[config.mk]
export PLATFORM = sky130hd
export DESIGN_NAME = gpx_regfile
export DESIGN_NICKNAME = d
export VERILOG_FILES = /design/src/rtl/gpx_pkg.sv /design/src/rtl/gpx_sync.sv /design/src/rtl/gpx_addr_dec.sv /design/src/rtl/gpx_pad_ctrl.sv /design/src/rtl/gpx_regfile.sv
export SDC_FILE = /design/constraint.sdc
export NUM_CORES = 1
export LEC_CHECK = 0
export ABC_AREA = 1
export BUFFER_PORTS_ARGS = -buffer_cell sky130_fd_sc_hd__buf_2
export CAP_MARGIN = 20
export CORE_ASPECT_RATIO = 0.6
export CORE_MARGIN = 4
export CORE_UTILIZATION = 60
export CTS_CLUSTER_SIZE = 30
export DETAILED_ROUTE_END_ITERATION = 12
export GPL_ROUTABILITY_DRIVEN = 0
export MAX_ROUTING_LAYER = met4
export PLACE_DENSITY_LB_ADDON = 0.08
export SYNTH_ARGS = -nofsm -noshare
export SYNTH_HDL_FRONTEND = slang
export SYNTH_SLANG_ARGS = --single-unit
[constraint.sdc]
create_clock -name clk_i -period 3.7 [get_ports clk_i]
set_clock_uncertainty 0.15 [all_clocks]
set_input_delay 0.555 -clock clk_i [delete_from_list [all_inputs] [get_ports clk_i]]
set_output_delay 0.555 -clock clk_i [all_outputs]
set_load 0.1 [all_outputs]
[src/rtl/gpx_pkg.sv]
package gpx_pkg;
  typedef enum logic [3:0] {
    K_NONE, K_IN, K_OUT, K_INV, K_DIR, K_STR, K_PEN, K_PSEL, K_PMODE, K_LOVR
  } reg_kind_e;

  typedef struct packed {
    reg_kind_e  kind;
    logic [7:0] idx;
  } reg_sel_t;

  localparam logic [7:0] EXT_BASE   = 8'h40;
  localparam logic [7:0] PMODE_ADDR = 8'h4F;
  localparam logic [7:0] LOVR_BASE  = 8'h60;
endpackage

[src/rtl/gpx_sync.sv]
module gpx_sync #(
  parameter int WIDTH = 8
) (
  input  logic             clk_i,
  input  logic             rst_ni,
  input  logic [WIDTH-1:0] d_i,
  output logic [WIDTH-1:0] q_o
);
  logic [WIDTH-1:0] s1_q, s2_q;

  always_ff @(posedge clk_i or negedge rst_ni) begin
    if (!rst_ni) begin
      s1_q <= '0;
      s2_q <= '0;
    end else begin
      s1_q <= d_i;
      s2_q <= s1_q;
    end
  end

  assign q_o = s2_q;
endmodule

[src/rtl/gpx_addr_dec.sv]
module gpx_addr_dec
  import gpx_pkg::*;
#(
  parameter int NUM_PORTS = 3,
  parameter int STRIDE    = 4
) (
  input  logic [7:0] addr_i,
  output reg_sel_t   sel_o
);
  localparam int         SLOG   = (STRIDE > 1) ? $clog2(STRIDE) : 0;
  localparam logic [7:0] SMASK  = 8'(STRIDE - 1);
  localparam logic [7:0] NP     = 8'(NUM_PORTS);
  localparam logic [7:0] BASIC_END = 8'(4 * STRIDE);
  localparam logic [7:0] EXT_END   = 8'(64 + 5 * STRIDE);

  logic [7:0] rel, bank, off;

  always_comb begin
    sel_o = '{kind: K_NONE, idx: 8'h00};
    rel   = 8'h00;
    bank  = 8'h00;
    off   = 8'h00;
    if (addr_i == PMODE_ADDR) begin
      sel_o.kind = K_PMODE;
    end else if (addr_i < BASIC_END) begin
      bank = addr_i >> SLOG;
      off  = addr_i & SMASK;
      if (off < NP) begin
        sel_o.idx = off;
        case (bank)
          8'd0:    sel_o.kind = K_IN;
          8'd1:    sel_o.kind = K_OUT;
          8'd2:    sel_o.kind = K_INV;
          default: sel_o.kind = K_DIR;
        endcase
      end
    end else if (addr_i >= EXT_BASE && addr_i < EXT_END) begin
      rel  = addr_i - EXT_BASE;
      bank = rel >> SLOG;
      off  = rel & SMASK;
      if (off < NP) begin
        case (bank)
          8'd0: begin sel_o.kind = K_STR;  sel_o.idx = off;      end
          8'd1: begin sel_o.kind = K_STR;  sel_o.idx = off + NP; end
          8'd3: begin sel_o.kind = K_PEN;  sel_o.idx = off;      end
          8'd4: begin sel_o.kind = K_PSEL; sel_o.idx = off;      end
          default: sel_o.kind = K_NONE;  // latch/interrupt banks unmapped here
        endcase
      end
    end else if (addr_i >= LOVR_BASE && addr_i < LOVR_BASE + NP) begin
      sel_o.kind = K_LOVR;
      sel_o.idx  = addr_i - LOVR_BASE;
    end
  end
endmodule

[src/rtl/gpx_pad_ctrl.sv]
module gpx_pad_ctrl #(
  parameter int NUM_LINES = 24,
  localparam int NUM_PORTS = NUM_LINES / 8
) (
  input  logic [NUM_LINES-1:0] out_i,
  input  logic [NUM_LINES-1:0] dir_i,
  input  logic [NUM_PORTS-1:0] pmode_i,
  input  logic [NUM_LINES-1:0] ovr_i,
  output logic [NUM_LINES-1:0] out_val_o,
  output logic [NUM_LINES-1:0] oe_o,
  output logic [NUM_LINES-1:0] od_o
);
  for (genvar i = 0; i < NUM_LINES; i++) begin : g_line
    logic od;
    assign od           = pmode_i[i/8] ^ ovr_i[i];
    assign od_o[i]      = od;
    // open-drain: a 1 releases the line, a 0 pulls it low
    assign oe_o[i]      = ~dir_i[i] & ~(od & out_i[i]);
    assign out_val_o[i] = out_i[i] & ~od;
  end
endmodule

[src/rtl/gpx_regfile.sv]
module gpx_regfile
  import gpx_pkg::*;
#(
  parameter int NUM_LINES = 24
) (
  input  logic                   clk_i,
  input  logic                   rst_ni,
  input  logic [7:0]             addr_i,
  input  logic [7:0]             wdata_i,
  input  logic                   wr_i,
  input  logic                   rd_i,
  output logic [7:0]             rdata_o,
  input  logic [NUM_LINES-1:0]   pad_i,
  output logic [NUM_LINES-1:0]   out_val_o,
  output logic [NUM_LINES-1:0]   oe_o,
  output logic [NUM_LINES-1:0]   od_o,
  output logic [NUM_LINES-1:0]   dir_o,
  output logic [NUM_LINES-1:0]   pull_en_o,
  output logic [NUM_LINES-1:0]   pull_up_o,
  output logic [2*NUM_LINES-1:0] strength_o
);
  localparam int NUM_PORTS = NUM_LINES / 8;
  localparam int STRIDE    = (NUM_PORTS > 1) ? (1 << $clog2(NUM_PORTS)) : 1;
  localparam int NUM_STR   = 2 * NUM_PORTS;

  reg_sel_t sel;
  logic [NUM_LINES-1:0] pad_sync;
  logic [NUM_LINES-1:0] out_q, inv_q, dir_q, pen_q, psel_q, ovr_q;
  logic [2*NUM_LINES-1:0] str_q;
  logic [NUM_PORTS-1:0] pmode_q;
  logic [7:0] rd_val, rdata_q;

  gpx_addr_dec #(.NUM_PORTS(NUM_PORTS), .STRIDE(STRIDE)) u_dec (
    .addr_i (addr_i),
    .sel_o  (sel)
  );

  gpx_sync #(.WIDTH(NUM_LINES)) u_sync (
    .clk_i  (clk_i),
    .rst_ni (rst_ni),
    .d_i    (pad_i),
    .q_o    (pad_sync)
  );

  for (genvar p = 0; p < NUM_PORTS; p++) begin : g_port
    logic hit;
    assign hit = wr_i && (sel.idx == 8'(p));
    always_ff @(posedge clk_i or negedge rst_ni) begin
      if (!rst_ni) begin
        out_q[p*8 +: 8]  <= 8'h00;
        inv_q[p*8 +: 8]  <= 8'h00;
        dir_q[p*8 +: 8]  <= 8'hFF;
        pen_q[p*8 +: 8]  <= 8'h00;
        psel_q[p*8 +: 8] <= 8'h00;
        ovr_q[p*8 +: 8]  <= 8'h00;
      end else if (hit) begin
        case (sel.kind)
          K_OUT:   out_q[p*8 +: 8]  <= wdata_i;
          K_INV:   inv_q[p*8 +: 8]  <= wdata_i;
          K_DIR:   dir_q[p*8 +: 8]  <= wdata_i;
          K_PEN:   pen_q[p*8 +: 8]  <= wdata_i;
          K_PSEL:  psel_q[p*8 +: 8] <= wdata_i;
          K_LOVR:  ovr_q[p*8 +: 8]  <= wdata_i;
          default: ;
        endcase
      end
    end
  end

  for (genvar k = 0; k < NUM_STR; k++) begin : g_str
    always_ff @(posedge clk_i or negedge rst_ni) begin
      if (!rst_ni)
        str_q[k*8 +: 8] <= 8'hFF;
      else if (wr_i && sel.kind == K_STR && sel.idx == 8'(k))
        str_q[k*8 +: 8] <= wdata_i;
    end
  end

  always_ff @(posedge clk_i or negedge rst_ni) begin
    if (!rst_ni)                          pmode_q <= '0;
    else if (wr_i && sel.kind == K_PMODE) pmode_q <= wdata_i[NUM_PORTS-1:0];
  end

  always_comb begin
    rd_val = 8'h00;
    for (int p = 0; p < NUM_PORTS; p++) begin
      if (sel.idx == 8'(p)) begin
        case (sel.kind)
          K_IN:    rd_val = pad_sync[p*8 +: 8] ^ inv_q[p*8 +: 8];
          K_OUT:   rd_val = out_q[p*8 +: 8];
          K_INV:   rd_val = inv_q[p*8 +: 8];
          K_DIR:   rd_val = dir_q[p*8 +: 8];
          K_PEN:   rd_val = pen_q[p*8 +: 8];
          K_PSEL:  rd_val = psel_q[p*8 +: 8];
          K_LOVR:  rd_val = ovr_q[p*8 +: 8];
          default: ;
        endcase
      end
    end
    for (int k = 0; k < NUM_STR; k++)
      if (sel.kind == K_STR && sel.idx == 8'(k)) rd_val = str_q[k*8 +: 8];
    if (sel.kind == K_PMODE) rd_val[NUM_PORTS-1:0] = pmode_q;
  end

  always_ff @(posedge clk_i or negedge rst_ni) begin
    if (!rst_ni)   rdata_q <= 8'h00;
    else if (rd_i) rdata_q <= rd_val;
  end

  gpx_pad_ctrl #(.NUM_LINES(NUM_LINES)) u_pad (
    .out_i     (out_q),
    .dir_i     (dir_q),
    .pmode_i   (pmode_q),
    .ovr_i     (ovr_q),
    .out_val_o (out_val_o),
    .oe_o      (oe_o),
    .od_o      (od_o)
  );

  assign rdata_o    = rdata_q;
  assign dir_o      = dir_q;
  assign pull_en_o  = pen_q;
  assign pull_up_o  = psel_q;
  assign strength_o = str_q;
endmodule

# Word level (Yosys, flattened, before mapping)
# Index checks and enable logic that the tools add are counted.
# totals
register_bits	251
latchBits	0
mem_bits_rw	0
mem_bits_ro	0
inputBits	44
output_inout_bits	200
word_cells	294
memories	0
# classes
add_sub_neg	3
mul	0
div	0
n_lt_le_gt_ge	7
eq_ne	20
n_shift	0
muxes	23
n_bitwise	171
n_reduce_logical	42
# op_table
cell	n
one-hot mux 8 bit (7 select lines)	3
two-way mux 8 bit	10
AND 1 bit	72
NOT 1 bit	72
two-way mux 12 bit	5
AND reduction 2 bit	18
logical NOT 8 bit	3
bitwise XOR 1 bit	24
bitwise XOR 8 bit	3
logical AND 1 bit	19
one-hot mux 3 bit (3 select lines)	2
== test 4 x 3 -> 1 bit (second input constant)	4
== test 8 x 2 -> 1 bit (second input constant)	2
== test 8 x 3 -> 1 bit (second input constant)	2
>= comparator 8 x 7 -> 1 bit (second input constant)	2
less-than comparator 8 x 7 -> 1 bit (second input constant)	2
one-hot mux 8 bit (2 select lines)	1
subtractor 8 x 7 -> 8 bit (second input constant)	2
== test 6 x 1 -> 1 bit (second input constant)	2
== test 6 x 2 -> 1 bit (second input constant)	2
== test 4 x 2 -> 1 bit (second input constant)	2
== test 4 bit (second input constant)	2
== test 8 x 1 -> 1 bit (second input constant)	1
== test 8 x 7 -> 1 bit (second input constant)	1
other kinds (9)	10

# Depth between registers and ports, before layout
# Gate-level depths: netlist of run 1.
# depth
ltp_word	22
ltp_mapped	25
mapped_depth_nobuf	24

# Modules after synthesis
# A second synthesis of run 1 with hierarchy kept.
# hier_totals
hier_cells	1647
area_unflattened_um2	12761.0
# modules_own_cells
module	instances	cells_per_inst	area_per_inst_um2	seq_area_each_um2
gpx_regfile	1	1250	9815.7	5170.0
gpx_pad_ctrl	1	270	1331.3	0.0
gpx_sync	1	48	1201.2	1201.2
gpx_addr_dec	1	79	412.9	0.0

# Worst setup path after synthesis of run 1
# No wires, ideal clock.
# synth_timing
kind	register -> output
from	register pmode_q[1]
to	output out_val_o[11]
t_arrival_ns	2.210
t_required_ns	2.995
slack_ns	0.785
path_stages_with_launch	5
n_path_buf	1
path_cell_list	dfrtp_1 -> clkbuf_1 -> xnor2_1 -> inv_1 -> nor2_1
# synth_via
elab_chain_len	3
# synth_lines
element	line	rtl
from (decl)	gpx_regfile.sv:30	logic [NUM_PORTS-1:0] pmode_q;
from (signal assigned)	gpx_regfile.sv:81	else if (wr_i && sel.kind == K_PMODE) pmode_q <= wdata_i[NUM_PORTS-1:0];
bitwise XOR 1 bit	gpx_pad_ctrl.sv:15	assign od = pmode_i[i/8] ^ ovr_i[i];
via u_pad.g_line[11].od	gpx_pad_ctrl.sv:14	logic od;
NOT 1 bit	gpx_pad_ctrl.sv:19	assign out_val_o[i] = out_i[i] & ~od;
AND 1 bit	gpx_pad_ctrl.sv:19	
to (decl)	gpx_regfile.sv:14	output logic [NUM_LINES-1:0] out_val_o,
# The timed path passes the listed nets, and every way through them passes these cells.

# Worst setup path in the final report of run 1
# layout_timing
from	input addr_i[0]
to	register rdata_q[7], in the netlist rdata_o[7]
# layout_via
elab_chain_len	21
elab_cells_between_ends	60
classes_between	add/sub (3); order compare (7); eq/ne (17); mux (21); reduce/logical (12)
# layout_lines
element	line	rtl
from (decl)	gpx_regfile.sv:8	input logic [7:0] addr_i,
subtractor 8 x 7 -> 8 bit	gpx_addr_dec.sv:38	rel = addr_i - EXT_BASE;
== test 6 x 1 -> 1 bit or logical NOT 8 bit (tied branches)	gpx_addr_dec.sv:42	case (bank)
OR reduction 2 bit (no source line)	n/a	
one-hot mux 3 bit (3 select lines)	gpx_addr_dec.sv:42	
two-way mux 12 bit	gpx_addr_dec.sv:41	if (off < NP) begin
two-way mux 12 bit	gpx_addr_dec.sv:37	end else if (addr_i >= EXT_BASE && addr_i < EXT_END) begin
two-way mux 12 bit	gpx_addr_dec.sv:25	end else if (addr_i < BASIC_END) begin
two-way mux 4 bit	gpx_addr_dec.sv:23	if (addr_i == PMODE_ADDR) begin
== test 4 bit, or another cell as far along	gpx_regfile.sv:88	case (sel.kind)
one-hot mux 8 bit (7 select lines)	gpx_regfile.sv:88	
two-way mux 8 bit	gpx_regfile.sv:87	if (sel.idx == 8'(p)) begin
one-hot mux 8 bit (7 select lines)	gpx_regfile.sv:88	
two-way mux 8 bit	gpx_regfile.sv:87	
one-hot mux 8 bit (7 select lines)	gpx_regfile.sv:88	
two-way mux 8 bit	gpx_regfile.sv:87	
two-way mux 8 bit (5 in a row)	gpx_regfile.sv:101	if (sel.kind == K_STR && sel.idx == 8'(k)) rd_val = str_q[k*8 +: 8];
two-way mux 8 bit (*)	gpx_regfile.sv:101	
to (signal assigned)	gpx_regfile.sv:107	else if (rd_i) rdata_q <= rd_val;
to (decl)	gpx_regfile.sv:31	logic [7:0] rd_val, rdata_q;
# Every way passes the cells marked *; elsewhere a longest branch is shown, timed or not.
# A chain may end at the register's enable or synchronous reset.

==> run metrics, run 1 <==
status complete, no violations; NumNets Final 1784; final hold vios 0; Initial Util 0.622; #FFs+latches synth 251; GRT Resource Usage Total 0.339; CTS tree done; CTS root buf clkbuf_16; CTS Sinks 251; M2 GR Usage 0.465; Post-Syn Nets 1555; Routed WL 39400 um; DRC Markers 0; core footprint 20400 um2; TritonRoute pass-1 iters 5; # rows 40; final period utilization 0.897; CTS resizes 0; Synth top area share 0.354; synth warn 0; Die X-Extent 196 um; WL/cell 19.4 um; setup violators final 0; switching share of power 0.368; clock share of power 0.351; Sequential Power Share 0.402; met1 Usage GRT 0.516; Post-Synthesis Cells 1506; top cells by area, synth dfrtp_1, dfstp_2, nand2_1, o21ai_0, inv_1; RSZ-0062 raised after global routing false; Worst-path clk slew 0.07 ns; Placed Cells 1956; via count 11400; Synth Cell Area 12700 um2; area of the multi-input gates 5180 um2; Max Clock Freq 0.301 GHz; first-pass GRT wire length 61300 um; Via density 5.64; Fillers 1554; most frequent CP cell nand2_1; min-delay src u_sync.s1_q[11]; CP max stage cell nor2_4; Hold/Removal Path Class reg2reg; power share of the combinational group 0.247; WP data arrival 3.64 ns; Final Critical Period 3.32 ns; syn_area_per_cell 8.41 um2; hpwl dp 28200 um; Setup crit start addr_i[0]; initial antenna violation count 0; Critical Path Start Type input port; R2R Path Start inv_q[12]; Non-Filler Instances 2026; Post-CTS Setup Bufs 0; Register Area 6370 um2; Post-synth ARST share 1.00; IO buf count 243; Int Pwr 4810 uW; Critical Path RT 4.02 ns; vias in the first global route 10700; Clock Tree Buf Depth 3; Area growth, synth to finish 18.3%; Synth cell types 41; Post-synth EDFFs 0; CP Max Fanout 14; Most used DFF post-synth dfrtp_1; Global Route met3 Usage 0.0783; n_diodes 0; full die area 23600 um2; Worst-Margin Slew 1.18 ns; Routed Antenna Nets 0; layout cells sized above 1 0.272; initial DRC count 1227; maxcap violations 0; GR Overflow Total 0; final core occ 0.736; Slew Viols, Final 0; Die Height 121 um; commonest cells in the netlist nand2_1, dfrtp_1, inv_1; gr busiest metal met1; largest area contributor in the netlist dfrtp_1; crit path cell chain buf_2, ha_1, inv_2, nand3_1, nand2_1, nand2_1, nand2_1, inv_1, nand3_2, nand2_4, nand2_1, nor2_4, inv_1, o21ai_0, nor2_1, nand2_1, nand2_1, nand4_1, nand2_1, nand4_1, nand2_1, nand2_1; total CTS buffers 24; CP max stage delay 0.55 ns; CP bufs+invs 4; switching pwr 2800 uW; H-tree Lvls 1; top-count cell post-synth nand2_1; PD cells 508 nW/um2; I/O Pins 244; cell family with most CP delay simple AND/OR/NAND/NOR gates; worst hold slack 0.199 ns; crit end category register; Max VDD drop 0.000489 V; dpl ws -0.0384 ns; largest net degree at the start of global routing 100; Setup WS post-layout 0.381 ns; Lkg Pwr 0.00778 uW; register area share after synthesis 0.503; normalized max-slew margin 0.213; critical path class in2reg; Worst-Skew Late Latency 0.53 ns
==> layer usage <==
layer	up-vias	routed length (um)
li1	5228	-
met1	5449	17600
met2	682	16300
met3	62	4670
met4	0	776
met5	-	0
==> stage by stage <==
| stage | setup TNS [ns] | total power [uW] | cell area (um2) |
|---|---|---|---|
| after floorplan | 0 | 4580 | 12700 |
| after global placement | 0 | 4930 | 13900 |
| after detailed placement | -0.0384 | 4940 | 13900 |
| after CTS | 0 | 7600 | 15000 |
| after global routing | 0 | 7830 | 15000 |
| final | 0 | 7610 | 15000 |
==> flip-flops by register name, indices dropped and copies added, names as in the netlist <==
name,count
dir_o,24
inv_q,24
out_q,24
ovr_q,24
pmode_q,3
pull_en_o,24
pull_up_o,24
rdata_o,8
strength_o,48
u_sync.q_o,24
u_sync.s1_q,24
==> area by class of cell <==
type,count,share of cell area
clock buffers,31,0.0432
clock inverters,13,0.0138
inverters,144,0.0363
multi-input cells,1025,0.346
flip-flops and latches,251,0.425
well taps,273,0.0228
repair buffers,289,0.113
==> power groups by stage <==
stage	sequential (uW)	combinational (uW)	clock, uW
after floorplan	3440	1140	0
after global placement	3100	1830	0
after global routing	3070	1960	2800
after CTS	3050	1870	2680
after detailed placement	3100	1850	0
final	3060	1880	2670
==> worst paths after layout <==
check	endpoint	slack, ns	cells past startpoint
worst max-delay path	rdata_o[7]	0.38	22
worst min-delay path	u_sync.q_o[11]	0.20	0
worst max register to register	rdata_o[4]	1.90	10
worst min register to register	u_sync.q_o[11]	0.20	0
max in group asynchronous	strength_o[42]	1.93	3
min in group asynchronous	u_sync.s1_q[12]	0.52	2
==> cell families after synthesis <==
group | synth area share
fa+ha+maj | 0.00494
flops | 0.503
compound gates | 0.118
buf+inv | 0.0882
xor+xnor | 0.0332
simple gates | 0.252
==> layout by cell type (no fill, tap or decap), types with 3 or more instances in the layout <==
cell / count
a21oi_1: 9
ha_1: 5
or2_2: 7
nor2_8: 5
buf_4: 17
xor2_1: 10
nand4_1: 27
buf_2: 242
nand2_2: 17
xnor2_1: 38
clkinv_2: 6
nor3_1: 6
clkbuf_1: 5
o21bai_1: 21
inv_2: 10
inv_1: 130
o21ai_2: 24
o21ai_0: 118
nor2_4: 8
buf_12: 3
dfstp_2: 72
dlygate4sd3_1: 25
clkbuf_16: 24
bufinv_16: 5
dfrtp_1: 179
o21ai_1: 81
a22o_1: 3
nand3_1: 57
nor2_1: 95
nand2_1: 453
nand2_4: 18
nand3b_1: 3
nor2_2: 5
or2_0: 4
==> what timing repair did <==
item                                   4_1_cts  5_1_grt
hold buffers                                25        0
setup endpoints to repair                    0        0
endpoints found under the hold margin      108        0
Power figures use the tool's default switching activity.
==> run 2: changes to the inputs <==
CORE_ASPECT_RATIO = unset   (was 0.6)
==> run 2 against run 1 <==
Sequential share of layout area decreased by 0.39 points. Count of clock-buffer cells in the layout grew 8. Total power grew 2.2%. Final area grew 0.93%. Die area fell by 0.33%. Maximum frequency is 4.3% higher. Cell count up 0.15%. Clock power grew 6%. Sequential cell count did not move.
==> run metrics, run 2 (synthesis results as in run 1) <==
crit end category register; critical path class in2reg; Sequential Power Share 0.394; Placed Cells 1953; switching pwr 2810 uW; CTS Sinks 251; Worst-Skew Late Latency 0.53 ns; PD cells 514 nW/um2; n_diodes 0; Area growth, synth to finish 19.4%; GR Overflow Total 0; Hold Path Cell Cnt 0; Via density 5.61; register-to-register setup slack 1.74 ns; Critical Path Start Type input port; WL/cell 19.0 um; Max VDD drop 0.000735 V; R2R Path Start inv_q[0]; normalized max-slew margin 0.212; hold path endpoint u_sync.q_o[14]; NumNets Final 1788; Reg2Reg Depth 13; Hold/Removal Path Class reg2reg; H-tree Lvls 1; Routed WL 38500 um; Critical Path RT 3.97 ns; DRC Markers 0; most frequent CP cell nand2_1; Initial Util 0.618; CP max stage delay 0.40 ns; Setup TNS 0 ns; WP data arrival 3.45 ns; first-pass GRT wire length 61500 um; Lkg Pwr 0.00783 uW; Die Height 153 um; worst hold slack 0.198 ns; hpwl dp 27300 um; CP max stage cell o21ai_0; largest net degree at the start of global routing 117; total CTS buffers 26; switching share of power 0.361; layout cells sized above 1 0.273; Worst-Margin Slew 1.18 ns; IO buf count 243; Slew Viols, Final 0; core footprint 20500 um2; GRT Resource Usage Total 0.334; most frequent cells in the layout nand2_1, buf_2, dfrtp_1; crit path cell chain buf_2, ha_1, inv_2, nand3_1, nand2_1, nand2_1, nand2_1, inv_1, nand3_2, nand2_4, nor2_8, nand2_1, inv_2, nand2_1, nand4_1, o21ai_0, nand4_1, nand2_1, nand4_1, nand2_1, nand2_1; initial antenna violation count 0; commonest non-fill, non-tap cell in the layout nand2_1; Fillers 1555; area of the multi-input gates 5180 um2; via count 11400; Int Pwr 4970 uW; # rows 52; Clock Tree Buf Depth 3; clock share of power 0.364; Max Clock Freq 0.314 GHz; status complete, no violations; max FFs per register 48; Die X-Extent 153 um; Reg-to-Reg End rdata_o[0]; Non-Filler Instances 2029; setup violators final 0; Routed Antenna Nets 0; power share of the combinational group 0.243; vias in the first global route 11300; TritonRoute pass-1 iters 5; RSZ-0062 raised after global routing false; CTS tree done; initial DRC count 1082; Setup crit start addr_i[0]; min-delay src u_sync.s1_q[14]; full die area 23500 um2; final period utilization 0.860; Register Area 6370 um2; CTS root buf clkbuf_16; Worst-path clk slew 0.06 ns; CP Max Fanout 19; Final Critical Period 3.18 ns; final hold vios 0; maxcap violations 0; I/O Pins 244
## run 2: cell types whose count changed in the layout (fill, tap and decap cells not counted), moves of 2 or more
cell,change
clkbuf_8,+2
clkinv_2,-4
clkbuf_16,+4
buf_16,+2
buf_8,+2
clkinvlp_4,+3
clkbuf_1,+2
## run 2: power by group through the flow
| stage | clock network (uW) | logic [uW] | registers [uW] |
|---|---|---|---|
| after floorplan | 0 | 1140 | 3440 |
| final | 2830 | 1890 | 3060 |
| after CTS | 2850 | 1880 | 3060 |
| after global placement | 0 | 1830 | 3100 |
| after global routing | 2970 | 1980 | 3070 |
| after detailed placement | 0 | 1850 | 3100 |
## run 2: metal layers
layer / track usage / share of wire / vias to the layer above
li1: - / - / 5245
met1: 0.448 / 0.41 / 5395
met2: 0.516 / 0.47 / 635
met3: 0.0664 / 0.097 / 101
met4: 0.112 / 0.031 / 0
met5: - / 0 / -
## run 2: per-stage QoR
step	utilization	setup WS [ns]	area [um2]	power (uW)
final	0.738	0.518	15100	7780
after global routing	0.738	0.292	15100	8020
after CTS	0.735	0.630	15100	7790
after detailed placement	0.677	0.0887	13900	4950
after global placement	0.674	0.139	13800	4930
after floorplan	-	0.785	12700	4580
## run 2: final cells by class
class,instances,share of cell area
clock buffers,39,0.0517
clock inverters,9,0.0103
inverters,144,0.0360
multi-input cells,1025,0.343
flip-flops and latches,251,0.421
well taps,270,0.0223
repair buffers,291,0.116
## run 2: how the worst max path moves through the flow
stage / endpoint / slack, ns / cells after the start
6_report: rdata_o[6] / 0.52 / 21
5_1_grt: rdata_o[6] / 0.29 / 21
4_1_cts: rdata_o[6] / 0.63 / 19
3_5_place_dp: rdata_o[6] / 0.09 / 19
3_3_place_gp: rdata_o[6] / 0.14 / 21
2_1_floorplan: out_val_o[11] / 0.79 / 4
## run 2: timing repair
item / CTS / global route
hold buffers: 25 / 0
resized for setup: 0 / 0
hold endpoints to repair: 61 / 0
buffers inserted: 0 / 0
## run 2: critical path, delay by kind of cell
family | cells | cell delay [ns]
buffers and inverters | 4 | 0.50
adder cells (fa/ha/maj) | 1 | 0.34
AO/OA/AOI/OAI | 1 | 0.40
AND/OR/NAND/NOR | 15 | 1.62
